--- src/rtl/i2c_byte_ctl_pkg.sv ---
package i2c_byte_ctl_pkg;

  localparam int DATA_W = 8;
  localparam int PRE_W  = 2 * DATA_W;
  localparam int CNT_W  = $clog2(DATA_W);

  typedef enum logic [2:0] {
    OP_NONE  = 3'd0,
    OP_START = 3'd1,
    OP_STOP  = 3'd2,
    OP_WRITE = 3'd3,
    OP_READ  = 3'd4
  } bitOp_e;

  typedef enum logic [2:0] {
    SQ_IDLE, SQ_START, SQ_DATA, SQ_ACK, SQ_STOP
  } seqState_e;

  typedef struct packed {
    logic sta;
    logic sto;
    logic rd;
    logic wr;
    logic nack;
  } cmdBits_t;

  typedef struct packed {
    logic begin_;
    logic shiftBit;
    logic captureAck;
    logic latchRx;
    logic finish;
    logic arbLost;
  } seqStrobe_t;

endpackage

--- src/rtl/i2c_byte_ctl_regs.sv ---
module i2c_byte_ctl_regs
  import i2c_byte_ctl_pkg::*;
#(
  parameter int ADDR_W = 3
) (
  input  logic              clk,
  input  logic              rstN,
  input  logic [ADDR_W-1:0] regAddr,
  input  logic              regWrEn,
  input  logic [DATA_W-1:0] regWrData,
  output logic [DATA_W-1:0] regRdData,
  output logic              irqOut,
  output logic [PRE_W-1:0]  prescaleOut,
  output logic              coreEn,
  input  logic              busBusy,
  input  logic              bitRxd,
  input  logic              seqBusy,
  input  seqStrobe_t        strobe,
  output cmdBits_t          cmd,
  output logic              shiftMsb
);

  localparam logic [ADDR_W-1:0] A_PRE_LO = ADDR_W'(0);
  localparam logic [ADDR_W-1:0] A_PRE_HI = ADDR_W'(1);
  localparam logic [ADDR_W-1:0] A_CTRL   = ADDR_W'(2);
  localparam logic [ADDR_W-1:0] A_DATA   = ADDR_W'(3);
  localparam logic [ADDR_W-1:0] A_CMD    = ADDR_W'(4);

  logic [DATA_W-1:0] preLo, preHi, dataReg, shiftReg;
  logic              intEn, ifFlag, alFlag, rxNack;
  logic              cmdPending, tip, iackWr, cmdWr;

  assign cmdWr      = regWrEn && (regAddr == A_CMD);
  assign iackWr     = cmdWr && regWrData[0];
  assign cmdPending = cmd.sta | cmd.sto | cmd.rd | cmd.wr;
  assign tip        = seqBusy | cmdPending;

  always_ff @(posedge clk or negedge rstN) begin
    if (!rstN) begin
      preLo  <= '1;
      preHi  <= '1;
      coreEn <= 1'b0;
      intEn  <= 1'b0;
    end else if (regWrEn) begin
      if (regAddr == A_PRE_LO) preLo <= regWrData;
      if (regAddr == A_PRE_HI) preHi <= regWrData;
      if (regAddr == A_CTRL) begin
        coreEn <= regWrData[7];
        intEn  <= regWrData[6];
      end
    end
  end

  always_ff @(posedge clk or negedge rstN) begin
    if (!rstN) begin
      cmd <= '0;
    end else if (strobe.finish) begin
      cmd <= '0;
    end else if (cmdWr && coreEn && !tip) begin
      cmd.sta  <= regWrData[7];
      cmd.sto  <= regWrData[6];
      cmd.rd   <= regWrData[5];
      cmd.wr   <= regWrData[4];
      cmd.nack <= regWrData[3];
    end
  end

  always_ff @(posedge clk or negedge rstN) begin
    if (!rstN) begin
      dataReg  <= '0;
      shiftReg <= '0;
    end else begin
      if (regWrEn && regAddr == A_DATA) dataReg <= regWrData;
      if (strobe.latchRx) dataReg <= shiftReg;
      if (strobe.begin_) shiftReg <= dataReg;
      else if (strobe.shiftBit) shiftReg <= {shiftReg[DATA_W-2:0], bitRxd};
    end
  end

  always_ff @(posedge clk or negedge rstN) begin
    if (!rstN) begin
      ifFlag <= 1'b0;
      alFlag <= 1'b0;
      rxNack <= 1'b0;
    end else begin
      if (strobe.finish) ifFlag <= 1'b1;
      else if (iackWr) ifFlag <= 1'b0;
      if (strobe.arbLost) alFlag <= 1'b1;
      else if (strobe.begin_) alFlag <= 1'b0;
      if (strobe.captureAck) rxNack <= bitRxd;
    end
  end

  always_comb begin
    unique case (regAddr)
      A_PRE_LO: regRdData = preLo;
      A_PRE_HI: regRdData = preHi;
      A_CTRL:   regRdData = {coreEn, intEn, 6'b0};
      A_DATA:   regRdData = dataReg;
      A_CMD:    regRdData = {rxNack, busBusy, alFlag, 3'b0, tip, ifFlag};
      default:  regRdData = '0;
    endcase
  end

  assign irqOut      = ifFlag & intEn;
  assign prescaleOut = {preHi, preLo};
  assign shiftMsb    = shiftReg[DATA_W-1];

  // completion raises the flag on the next edge
  assert_flag_on_finish_R8: assert property (@(posedge clk) disable iff (!rstN)
    strobe.finish |=> ifFlag);
  // command bits are gone after a finished sequence
  assert_cmd_selfclear_R8: assert property (@(posedge clk) disable iff (!rstN)
    strobe.finish |=> !cmdPending);
  // the flag holds until a clear command
  assert_flag_sticky_R11: assert property (@(posedge clk) disable iff (!rstN)
    (ifFlag && !iackWr) |=> ifFlag);
  // a disabled core never latches a command
  assert_no_cmd_disabled_R4: assert property (@(posedge clk) disable iff (!rstN)
    (!coreEn && !cmdPending && !strobe.finish) |=> !cmdPending);

endmodule

--- src/rtl/i2c_byte_ctl_seq.sv ---
module i2c_byte_ctl_seq
  import i2c_byte_ctl_pkg::*;
(
  input  logic       clk,
  input  logic       rstN,
  input  cmdBits_t   cmd,
  input  logic       coreEn,
  input  logic       shiftMsb,
  input  logic       bitDone,
  input  logic       bitArbLost,
  output logic       bitGo,
  output logic [2:0] bitOp,
  output logic       bitTxd,
  output seqStrobe_t strobe,
  output logic       seqBusy
);

  seqState_e  state, stateNxt;
  logic [CNT_W-1:0] bitCnt;
  logic       launch, launchNxt, cntClr, cntInc, isRead, anyCmd;

  assign isRead = cmd.rd && !cmd.wr;
  assign anyCmd = cmd.sta | cmd.sto | cmd.rd | cmd.wr;

  always_comb begin
    stateNxt  = state;
    launchNxt = 1'b0;
    cntClr    = 1'b0;
    cntInc    = 1'b0;
    strobe    = '0;
    unique case (state)
      SQ_IDLE: begin
        if (coreEn && anyCmd) begin
          strobe.begin_ = 1'b1;
          cntClr        = 1'b1;
          launchNxt     = 1'b1;
          if (cmd.sta) stateNxt = SQ_START;
          else if (cmd.rd || cmd.wr) stateNxt = SQ_DATA;
          else stateNxt = SQ_STOP;
        end
      end
      default: begin
        if (bitDone && bitArbLost) begin
          strobe.arbLost = 1'b1;
          strobe.finish  = 1'b1;
          stateNxt       = SQ_IDLE;
        end else if (bitDone) begin
          launchNxt = 1'b1;
          unique case (state)
            SQ_START: begin
              if (cmd.rd || cmd.wr) stateNxt = SQ_DATA;
              else if (cmd.sto) stateNxt = SQ_STOP;
              else begin
                stateNxt = SQ_IDLE; launchNxt = 1'b0; strobe.finish = 1'b1;
              end
            end
            SQ_DATA: begin
              strobe.shiftBit = 1'b1;
              cntInc          = 1'b1;
              if (bitCnt == CNT_W'(DATA_W - 1)) stateNxt = SQ_ACK;
            end
            SQ_ACK: begin
              strobe.captureAck = !isRead;
              strobe.latchRx    = isRead;
              if (cmd.sto) stateNxt = SQ_STOP;
              else begin
                stateNxt = SQ_IDLE; launchNxt = 1'b0; strobe.finish = 1'b1;
              end
            end
            default: begin
              stateNxt = SQ_IDLE; launchNxt = 1'b0; strobe.finish = 1'b1;
            end
          endcase
        end
      end
    endcase
  end

  always_ff @(posedge clk or negedge rstN) begin
    if (!rstN) begin
      state  <= SQ_IDLE;
      launch <= 1'b0;
      bitCnt <= '0;
    end else begin
      state  <= stateNxt;
      launch <= launchNxt;
      if (cntClr) bitCnt <= '0;
      else if (cntInc) bitCnt <= bitCnt + 1'b1;
    end
  end

  always_comb begin
    bitOp  = OP_NONE;
    bitTxd = 1'b1;
    unique case (state)
      SQ_START: bitOp = OP_START;
      SQ_STOP:  bitOp = OP_STOP;
      SQ_DATA: begin
        bitOp  = isRead ? OP_READ : OP_WRITE;
        bitTxd = isRead ? 1'b1 : shiftMsb;
      end
      SQ_ACK: begin
        bitOp  = isRead ? OP_WRITE : OP_READ;
        bitTxd = isRead ? cmd.nack : 1'b1;
      end
      default: ;
    endcase
  end

  assign bitGo   = launch;
  assign seqBusy = (state != SQ_IDLE);

  // each request to the bit engine lasts one cycle
  assert_go_pulse_R5: assert property (@(posedge clk) disable iff (!rstN)
    bitGo |=> !bitGo);
  // an idle, disabled core issues nothing
  assert_no_go_disabled_R4: assert property (@(posedge clk) disable iff (!rstN)
    (state == SQ_IDLE && !coreEn) |=> !bitGo);
  // arbitration loss returns the sequencer to idle
  assert_arb_abort_R10: assert property (@(posedge clk) disable iff (!rstN)
    (bitDone && bitArbLost && state != SQ_IDLE) |=> (state == SQ_IDLE && !bitGo));

endmodule

--- src/rtl/i2c_byte_ctl.sv ---
module i2c_byte_ctl
  import i2c_byte_ctl_pkg::*;
(
  input  logic        clk,
  input  logic        rstN,
  input  logic [2:0]  regAddr,
  input  logic        regWrEn,
  input  logic [7:0]  regWrData,
  output logic [7:0]  regRdData,
  output logic        irqOut,
  output logic [15:0] prescaleOut,
  output logic        coreEnOut,
  output logic        bitGo,
  output logic [2:0]  bitOp,
  output logic        bitTxd,
  input  logic        bitDone,
  input  logic        bitRxd,
  input  logic        bitArbLost,
  input  logic        busBusy
);

  cmdBits_t   cmd;
  seqStrobe_t strobe;
  logic       shiftMsb, seqBusy;

  i2c_byte_ctl_regs #(.ADDR_W(3)) uRegs (
    .clk(clk), .rstN(rstN), .regAddr(regAddr), .regWrEn(regWrEn),
    .regWrData(regWrData), .regRdData(regRdData), .irqOut(irqOut),
    .prescaleOut(prescaleOut), .coreEn(coreEnOut), .busBusy(busBusy),
    .bitRxd(bitRxd), .seqBusy(seqBusy), .strobe(strobe), .cmd(cmd),
    .shiftMsb(shiftMsb)
  );

  i2c_byte_ctl_seq uSeq (
    .clk(clk), .rstN(rstN), .cmd(cmd), .coreEn(coreEnOut),
    .shiftMsb(shiftMsb), .bitDone(bitDone), .bitArbLost(bitArbLost),
    .bitGo(bitGo), .bitOp(bitOp), .bitTxd(bitTxd), .strobe(strobe),
    .seqBusy(seqBusy)
  );

endmodule

--- config.mk ---
export PLATFORM = sky130hd
export DESIGN_NAME = i2c_byte_ctl
export DESIGN_NICKNAME = d
export VERILOG_FILES = /design/src/rtl/i2c_byte_ctl_pkg.sv /design/src/rtl/i2c_byte_ctl_regs.sv /design/src/rtl/i2c_byte_ctl_seq.sv /design/src/rtl/i2c_byte_ctl.sv
export SDC_FILE = /design/constraint.sdc
export NUM_CORES = 1
export LEC_CHECK = 0
export BUFFER_PORTS_ARGS = -buffer_cell sky130_fd_sc_hd__buf_4
export CAP_MARGIN = 10
export CORE_MARGIN = 2
export CORE_UTILIZATION = 50
export DETAILED_ROUTE_END_ITERATION = 16
export PLACE_DENSITY = 0.85
export SYNTH_ARGS = -nofsm -noshare
export SYNTH_HDL_FRONTEND = slang
export SYNTH_SLANG_ARGS = --single-unit
--- constraint.sdc ---
create_clock -name clk -period 2 [get_ports clk]
set_input_delay 0.1 -clock clk [delete_from_list [all_inputs] [get_ports clk]]
set_output_delay 0.1 -clock clk [all_outputs]
set_load 0.1 [all_outputs]
# Word level (Yosys, flattened, before mapping)
# Cells that the tools add are included.
[totals]
reg_bits = 49
inputBits = 18
output_inout_bits = 31
wordCells = 110
[classes]
n_addsub = 1
n_eq_ne = 11
n_mux = 50
bitwise = 5
reduce_logical = 26
[op_table]
columns = ["operator", "n"]
rows = [
  ["$mux 3", 14],
  ["$pmux 8 s5", 1],
  ["$mux 8", 4],
  ["$mux 1", 21],
  ["$mux 5", 3],
  ["$eq 3x2->1 const B", 4],
  ["$pmux 3 s4", 1],
  ["$reduce_bool 2->1", 6],
  ["$eq 3x3->1 const B", 3],
  ["$pmux 3 s3", 1],
  ["$logic_and 1x1->1", 8],
  ["$eq 3x1->1 const B", 2],
  ["$logic_not 3->1", 2],
  ["$pmux 1 s3", 2],
  ["$reduce_and 2->1", 3],
  ["$reduce_bool 3->1", 2],
  ["$mux 4", 1],
  ["$ne 4x2->1 const B", 1],
  ["$or 1x1->1", 4],
  ["$add 3x1->3 const B", 1],
  ["$logic_not 1->1", 3],
  ["$reduce_and 3->1", 1],
  ["$mux 2", 1],
  ["$ne 2x1->1 const B", 1],
  ["other kinds (3)", 3],
]

# Longest topological paths before layout
# Gate-level depths: netlist (run 1).
[logic_depth]
depth_word = 9
mapped_depth = 6
mapped_depth_nobuf = 6

# By module
# A second synthesis (run 1) with hierarchy kept.
[unflattened]
cells_unflattened = 242
area_unflattened_um2 = 2718.9
[modules_own_cells]
columns = ["mod", "n_inst", "cells_per_inst", "area_per_inst_um2", "seq_area_each_um2"]
rows = [
  ["i2c_byte_ctl_regs", 1, 173, 2144.6, 1071.0],
  ["i2c_byte_ctl_seq", 1, 69, 574.3, 175.2],
]

# Least setup slack after synthesis (run 1)
# OpenSTA, ideal clock, no wires.
[synth_timing]
path_type = "reg2out"
start = "register uRegs.preHi[0]"
end = "output port regRdData[0]"
arrival_time_ps = 3237
required_ps = 1900
path_slack_ps = -1337
path_stages_with_launch = 5
path_buffers = 0
path_cell_list = "dfstp_2 -> mux2i_1 -> nor2_1 -> a21oi_1 -> o21ai_0"
[synth_between]
elab_chain_cells = 1
[synth_rtl]
columns = ["item", "line_no", "text"]
rows = [
  ["from (decl)", "i2c_byte_ctl_regs.sv:29", "logic [DATA_W-1:0] preLo, preHi, dataReg, shiftReg;"],
  ["from (signal assigned)", "i2c_byte_ctl_regs.sv:46", "if (regAddr == A_PRE_HI) preHi <= regWrData;"],
  ["$pmux 8 s5", "i2c_byte_ctl_regs.sv:95", "unique case (regAddr)"],
  ["to (decl)", "i2c_byte_ctl.sv:9", "output logic [7:0] regRdData,"],
]
# No other way between the ends.

# Worst setup path in the final report (run 1)
[layout_timing]
start = "register, netlist name uRegs.cmd[2]"
end = "output port regRdData[1]"
[layout_between]
elab_chain_cells = 4
[layout_rtl]
columns = ["item", "line_no", "text"]
rows = [
  ["$or 1x1->1 (2 in series)", "i2c_byte_ctl_regs.sv:35", "assign cmdPending = cmd.sta | cmd.sto | cmd.rd | cmd.wr;"],
  ["$or 1x1->1", "i2c_byte_ctl_regs.sv:36", "assign tip = seqBusy | cmdPending;"],
  ["$pmux 8 s5", "i2c_byte_ctl_regs.sv:95", ""],
]
# No other way between the ends.

==> results of run 1 <==
==> per-layer routing <==
metal	GRT usage, %	wire (um)	vias up
met4	7.45	130	0
met1	30.4	2850	1047
met2	35.5	2990	84
met5	0	0	-
li1	-	-	1003
met3	4.38	321	10
==> repair_timing <==
action	CTS	global route
endpoints found under the hold margin	33	0
setup buffers	0	1
pin swaps	0	0
gates resized for setup	2	4
hold buffers	1	0
setup endpoints to repair	1	1
==> metrics by stage <==
step	TNS (ns)	power (W)	std cells
CTS	0	0.00456	367
floorplan	-0.0609	0.00332	245
finish	0	0.00457	368
detailed placement	0	0.00382	358
global route	-0.0131	0.00477	368
global placement	0	0.00377	358
==> state kept, by name, indices dropped and copies added, names as in the netlist, 3 cells and up <==
name / cells
uRegs.dataReg: 8
uRegs.shiftReg: 8
uSeq.state: 3
uRegs.cmd: 5
uSeq.bitCnt: 3
uRegs.preLo: 8
uRegs.preHi: 8
==> power by group through the flow <==
stage / Sequential, W / Clock, W / Combinational, W
2_1_floorplan: 0.00207 / 0 / 0.00125
3_3_place_gp: 0.00154 / 0 / 0.00223
3_5_place_dp: 0.00155 / 0 / 0.00227
4_1_cts: 0.00154 / 0.000749 / 0.00228
5_1_grt: 0.00158 / 0.000787 / 0.00240
6_report: 0.00155 / 0.000740 / 0.00229
==> final cells by class <==
cell class                 instances  area, um2  area share [%]
multi-input combinational        178       1370            41.6
sequential                        49       1250            37.9
timing repair buffer              59        453            13.7
tap                               70       87.6            2.66
clock buffer                       6       82.6            2.50
clock inverter                     2       37.5            1.14
inverter                           4       15.0           0.455
==> kinds of logic (layout without fill, tap and decap cells) <==
group	Yosys count	count (layout)
AO/OA/AOI/OAI	70	70
buffers and inverters	18	71
AND/OR/NAND/NOR	70	70
flip-flops	49	49
XOR/XNOR	2	2
adder cells (fa/ha/maj)	2	2
multiplexers	34	34
==> cell usage in the layout, fill, tap and decap left out, types with 3 or more instances in the layout <==
cell type and n:
a22oi_1 4, clkbuf_8 6, mux2i_1 13, o21ai_0 14, o21ai_2 3, nor2_1 15
and2_1 3, nand2_1 19, inv_1 4, a21oi_1 6, nor2_4 3, mux2_2 21
nor3b_1 3, dfstp_2 16, buf_4 57, a31oi_1 5, nor3_1 3, a22o_1 14
dfrtp_2 3, dfrtp_1 30, nor2b_1 6, a21o_1 11
==> path summary, 6_finish.rpt <==
kind	endpoint	slack, ns	cells past startpoint
hold reg to reg	uRegs.dataReg[5]$_DFFE_PN0P_	0.51	2
max in group asynchronous	uRegs.coreEn$_DFFE_PN0P_	1.21	2
min in group asynchronous	uSeq.state[2]$_DFFE_PN0P_	0.35	2
setup reg to reg	uSeq.state[1]$_DFFE_PN0P_	0.21	4
setup / recovery	regRdData[1]	0.04	5
hold / removal	uRegs.rxNack$_DFFE_PN0P_	0.04	2
==> flow_metrics.env, run 1 <==
export IMPL_port_buffers=48
export IMPL_clk_latency_ns=0.30
export IMPL_fin_crit_ns=1.96
export IMPL_p_int_w=0.00237
export IMPL_crit_chain="or4_4 -> o21ai_2 -> buf_4 -> a21oi_4 -> buf_8"
export IMPL_rr_startpoint="uRegs.cmd[2]$_DFFE_PN0P_"
export IMPL_tightest_slew_ns=0.614
export IMPL_wl_per_cell_um=17.1
export IMPL_synth_adder_area_share_pct=0.959
export IMPL_clkSinkCount=49
export IMPL_firstDrtPassIters=4
export IMPL_cts_max_path_buffers=2
export IMPL_worstPathMaxFanout=5
export IMPL_finish_utilization_pct=65.0
export IMPL_synth_top_cell_area_share_pct=31.6
export IMPL_htree_levels=2
export IMPL_crit_buf_inv=2
export IMPL_critPathLaunchType="flop"
export IMPL_crit_type="flop to output port"
export IMPL_synthFlopType="dfrtp_1"
export IMPL_hp_start="bitRxd"
export IMPL_clockRootBuffer="clkbuf_8"
export IMPL_die_area_mm2=0.00581
export IMPL_fmax_mhz=511
export IMPL_path_clk_slew_ns=0.10
export IMPL_core_area_mm2=0.00507
export IMPL_vdd_ir_drop_max_mv=0.810
export IMPL_finalWorstSetupSlack_ns=0.0440
export IMPL_nets=317
export IMPL_rows=26
export IMPL_synthTopCellsByArea="dfrtp_1, dfstp_2, mux2_2"
export IMPL_synth_cell_types=49
export IMPL_yosysWarnings=0
export IMPL_final_area_mm2=0.00330
export IMPL_drcViolationCount=0
export IMPL_drive_above_1_share_pct=41.9
export IMPL_ys_seq_elements=49
export IMPL_startpoint="uRegs.cmd[2]$_DFFE_PN0P_"
export IMPL_min_period_over_period_pct=97.8
export IMPL_crit_arrival_ns=1.86
export IMPL_hp_class="input pin to flop"
export IMPL_grtUsageTotal_pct=22.2
export IMPL_synthCells=245
export IMPL_endpoint_kind="output port"
export IMPL_cp_data_required_time_ns=1.90
export IMPL_p_sw_w=0.00221
export IMPL_async_flop_share_pct=100
export IMPL_crit_family="simple AND/OR/NAND/NOR gates"
export IMPL_final_antenna_net_count=0
export IMPL_routed_via_density=5.83
export IMPL_max_stage_delay_ns=0.60
export IMPL_syn_area_per_cell_um2=10.7
export IMPL_critical_path_slowest_cell="or4_4"
export IMPL_max_slew_margin_pct=58.9
export IMPL_cts_buffers=5
export IMPL_holdWs_ns=0.0369
export IMPL_drt_iter0_markers=137
export IMPL_p_seq_share_pct=33.8
export IMPL_syn_area_mm2=0.00261
export IMPL_initial_core_util_pct=51.4
export IMPL_synth_common_cells="dfrtp_1, mux2_2, nand2_1, nor2_1, o21ai_0"
export IMPL_fillers=412
export IMPL_grt_pass1_wl_um=10400
export IMPL_diodes=0
export IMPL_yosys_area_share_simple_pct=14.9
export IMPL_muxShareOfSynthArea_pct=14.0
export IMPL_setup_viol=0
export IMPL_finClkSkew_ns=0.0108
export IMPL_yosysSeqAreaShare_pct=47.7
export IMPL_die_y_um=76.3
export IMPL_drv_cap=0
export IMPL_total_leakage_power_nw=1.54
export IMPL_antenna_found_initial=0
export IMPL_gp_congestion=0.943
export IMPL_yosys_area_top_type="dfrtp_1"
export IMPL_synth_most_common_cell="dfrtp_1"
export IMPL_synthXorXnorAreaFrac_pct=0.671
export IMPL_grt_start_max_net_pins=50
export IMPL_wl_um=6290
export IMPL_powerDensity_mw_per_mm2=1390
export IMPL_grt_ovfl_total=0
export IMPL_ios=49
export IMPL_synth_compound_area_share_pct=18.6
export IMPL_switching_share_pct=48.3
export IMPL_grt_pass1_vias=2114
export IMPL_die_x_um=76.3
export IMPL_hold_viol=0
export IMPL_status="finished, final reports clean"
export IMPL_synth_edf_count=0
export IMPL_power_frac_comb_pct=50.0
export IMPL_cts_tree="yes"
export IMPL_clkPwrFrac_pct=16.2
export IMPL_placed_cell_area_mm2=0.00315
export IMPL_maxSlewViolCount=0
export IMPL_hpwl_um=4520
export IMPL_area_growth_syn_to_layout_pct=26.4
export IMPL_synth_top_family_by_area="compound AO/OA/AOI/OAI gates"
export IMPL_num_vias=2144
export IMPL_pre_cts_ws_ns=0.245
export IMPL_syn_num_nets=265
Note: power is estimated with default switching activity, not from simulation.
==> inputs of run 2 (changes only) <==
--- a/config.mk
+++ b/config.mk
@@ -5,7 +5,7 @@
 export SDC_FILE = /design/constraint.sdc
 export NUM_CORES = 1
 export LEC_CHECK = 0
-export BUFFER_PORTS_ARGS = -buffer_cell sky130_fd_sc_hd__buf_4
+export BUFFER_PORTS_ARGS = -buffer_cell sky130_fd_sc_hd__clkbuf_2
 export CAP_MARGIN = 10
 export CORE_MARGIN = 2
 export CORE_UTILIZATION = 50
==> run 2 against run 1 <==
Setup slack improved by 0.028 ns; cell count rose by 1.9%; utilization barely moved; via count rose by 1.1%; global-route usage fell by 0.56 points; first-iteration DRC count fell by 16%; critical endpoint unchanged; register-to-register slack got worse by 0.11 ns.
==> flow_metrics.env, run 2 (synthesized netlist as in run 1, its figures left out) <==
export IMPL_status="finished, final reports clean"
export IMPL_fin_crit_ns=1.93
export IMPL_critPathLaunchType="flop"
export IMPL_grtUsageTotal_pct=21.6
export IMPL_min_period_over_period_pct=96.4
export IMPL_vdd_ir_drop_max_mv=0.907
export IMPL_port_buffers=48
export IMPL_rows=26
export IMPL_critical_path_slowest_cell="or4_4"
export IMPL_final_cell_mix="clkbuf_2, dfrtp_1, mux2_2, nand2_1, buf_4"
export IMPL_met2_usage_pct=35.2
export IMPL_grt_use_met1_pct=29.9
export IMPL_clockRootBuffer="clkbuf_8"
export IMPL_path_clk_slew_ns=0.09
export IMPL_grt_ovfl_total=0
export IMPL_clkSinkCount=49
export IMPL_grt_pass1_vias=2067
export IMPL_finClkSkew_ns=0.00488
export IMPL_htree_levels=2
export IMPL_nets=324
export IMPL_endpoint_kind="output port"
export IMPL_drive_above_1_share_pct=43.6
export IMPL_hold_viol=0
export IMPL_cts_tree="yes"
export IMPL_cts_max_path_buffers=2
export IMPL_area_growth_syn_to_layout_pct=26.3
export IMPL_wl_um=6190
export IMPL_finish_utilization_pct=64.9
export IMPL_initial_core_util_pct=51.4
export IMPL_max_stage_delay_ns=0.56
export IMPL_clk_latency_ns=0.30
export IMPL_die_area_mm2=0.00581
export IMPL_ios=49
export IMPL_powerDensity_mw_per_mm2=1380
export IMPL_final_cells=375
export IMPL_final_common_cell="clkbuf_2"
export IMPL_crit_buf_inv=2
export IMPL_total_power_w=0.00455
export IMPL_crit_arrival_ns=1.83
export IMPL_crit_chain="or4_4 -> o21ai_2 -> buf_4 -> a21oi_4 -> buf_12"
export IMPL_hpwl_um=4680
export IMPL_final_antenna_net_count=0
export IMPL_fmax_mhz=519
export IMPL_cp_data_required_time_ns=1.90
export IMPL_tightest_slew_ns=0.634
export IMPL_antenna_found_initial=0
export IMPL_drt_iter0_markers=115
export IMPL_crit_type="flop to output port"
export IMPL_maxSlewViolCount=0
export IMPL_dp_cells=363
export IMPL_firstDrtPassIters=4
export IMPL_hp_class="input pin to flop"
export IMPL_grt_start_max_net_pins=26
export IMPL_crit_family="simple AND/OR/NAND/NOR gates"
export IMPL_total_leakage_power_nw=1.56
export IMPL_worstPathMaxFanout=6
export IMPL_max_slew_margin_pct=57.7
export IMPL_gp_congestion=0.896
export IMPL_num_vias=2168
export IMPL_die_y_um=76.3
export IMPL_routed_via_density=5.78
export IMPL_busiest_layer="met2"
export IMPL_use_met3_pct=4.98
export IMPL_holdWs_ns=0.0667
export IMPL_grt_pass1_wl_um=10100
export IMPL_core_area_mm2=0.00507
export IMPL_fillers=411
export IMPL_setup_viol=0
export IMPL_die_x_um=76.3
export IMPL_rsz0062_at_grt="yes"
export IMPL_drv_cap=0
export IMPL_wl_per_cell_um=16.5
export IMPL_drcViolationCount=0
export IMPL_diodes=0
export IMPL_cts_buffers=5
[run 2: cell count changes in the layout (fill, tap and decap cells not counted), sizes merged]
| cell | change |
|---|---|
| clkbuf | +43 |
| buf | -36 |
[run 2: worst paths after layout]
| check | depth (start not counted) | startpoint | to | slack [ns] |
|---|---|---|---|---|
| max | 5 | uRegs.cmd[1]$_DFFE_PN0P_ | regRdData[1] | 0.07 |
| min | 2 | regWrData[2] | uRegs.preLo[2]$_DFFE_PN1P_ | 0.07 |
| max reg2reg | 5 | uRegs.cmd[1]$_DFFE_PN0P_ | uSeq.state[1]$_DFFE_PN0P_ | 0.10 |
| min reg2reg | 1 | uSeq.bitCnt[1]$_DFFE_PN0P_ | uSeq.bitCnt[1]$_DFFE_PN0P_ | 0.51 |
| max in group asynchronous | 3 | rstN | uRegs.preHi[7]$_DFFE_PN1P_ | 0.96 |
| min in group asynchronous | 2 | rstN | uRegs.cmd[2]$_DFFE_PN0P_ | 0.33 |
[run 2: area by class of cell]
class                      instances  area, um2  area share, %
sequential                        49       1250           37.9
inverter                           4       15.0          0.456
tap                               70       87.6           2.66
timing repair buffer              66        445           13.5
multi-input combinational        178       1380           41.8
clock inverter                     2       37.5           1.14
clock buffer                       6       82.6           2.51
[run 2: worst reg2reg max path, stage by stage (launching register included)]
cell and delay [ns]:
dfrtp_2 0.45, or4_4 0.56, buf_4 0.16, nand3_1 0.09, and2_1 0.19, mux2_2 0.34
[run 2: what timing repair did]
item	CTS	global route
setup endpoints to repair	1	3
cloned	0	0
pin swaps	0	1
hold buffers	1	0
gates resized for setup	1	8
hold endpoints to repair	16	0
buffers inserted	0	3
[run 2: where the power goes]
group          leakage (nW)  switching [W]  internal (W)  total (W)
logic                 0.913        0.00162      0.000637    0.00225
registers             0.586       0.000252       0.00129    0.00155
clock network        0.0574       0.000342      0.000407   0.000749
total                  1.56        0.00221       0.00234    0.00455
[run 2: routing by layer]
metal  part of all wire, %  vias to the layer above  wire length (um)
li1                      -                     1017                 -
met1                    46                     1069              2840
met2                    48                       74              2950
met3                   5.3                        8               330
met4                   1.2                        0                77
met5                     0                        -                 0
[run 2: metrics by stage]
| step | cell area (um2) | setup slack [ns] | setup TNS, ns |
|---|---|---|---|
| 6_report | 3300 | 0.0717 | 0 |
| 4_1_cts | 3260 | 0.0114 | 0 |
| 5_1_grt | 3300 | -0.0000557 | -0.000106 |
| 2_1_floorplan | 2700 | -0.0609 | -0.0609 |
| 3_5_place_dp | 3130 | 0.238 | 0 |
| 3_3_place_gp | 3130 | 0.285 | 0 |
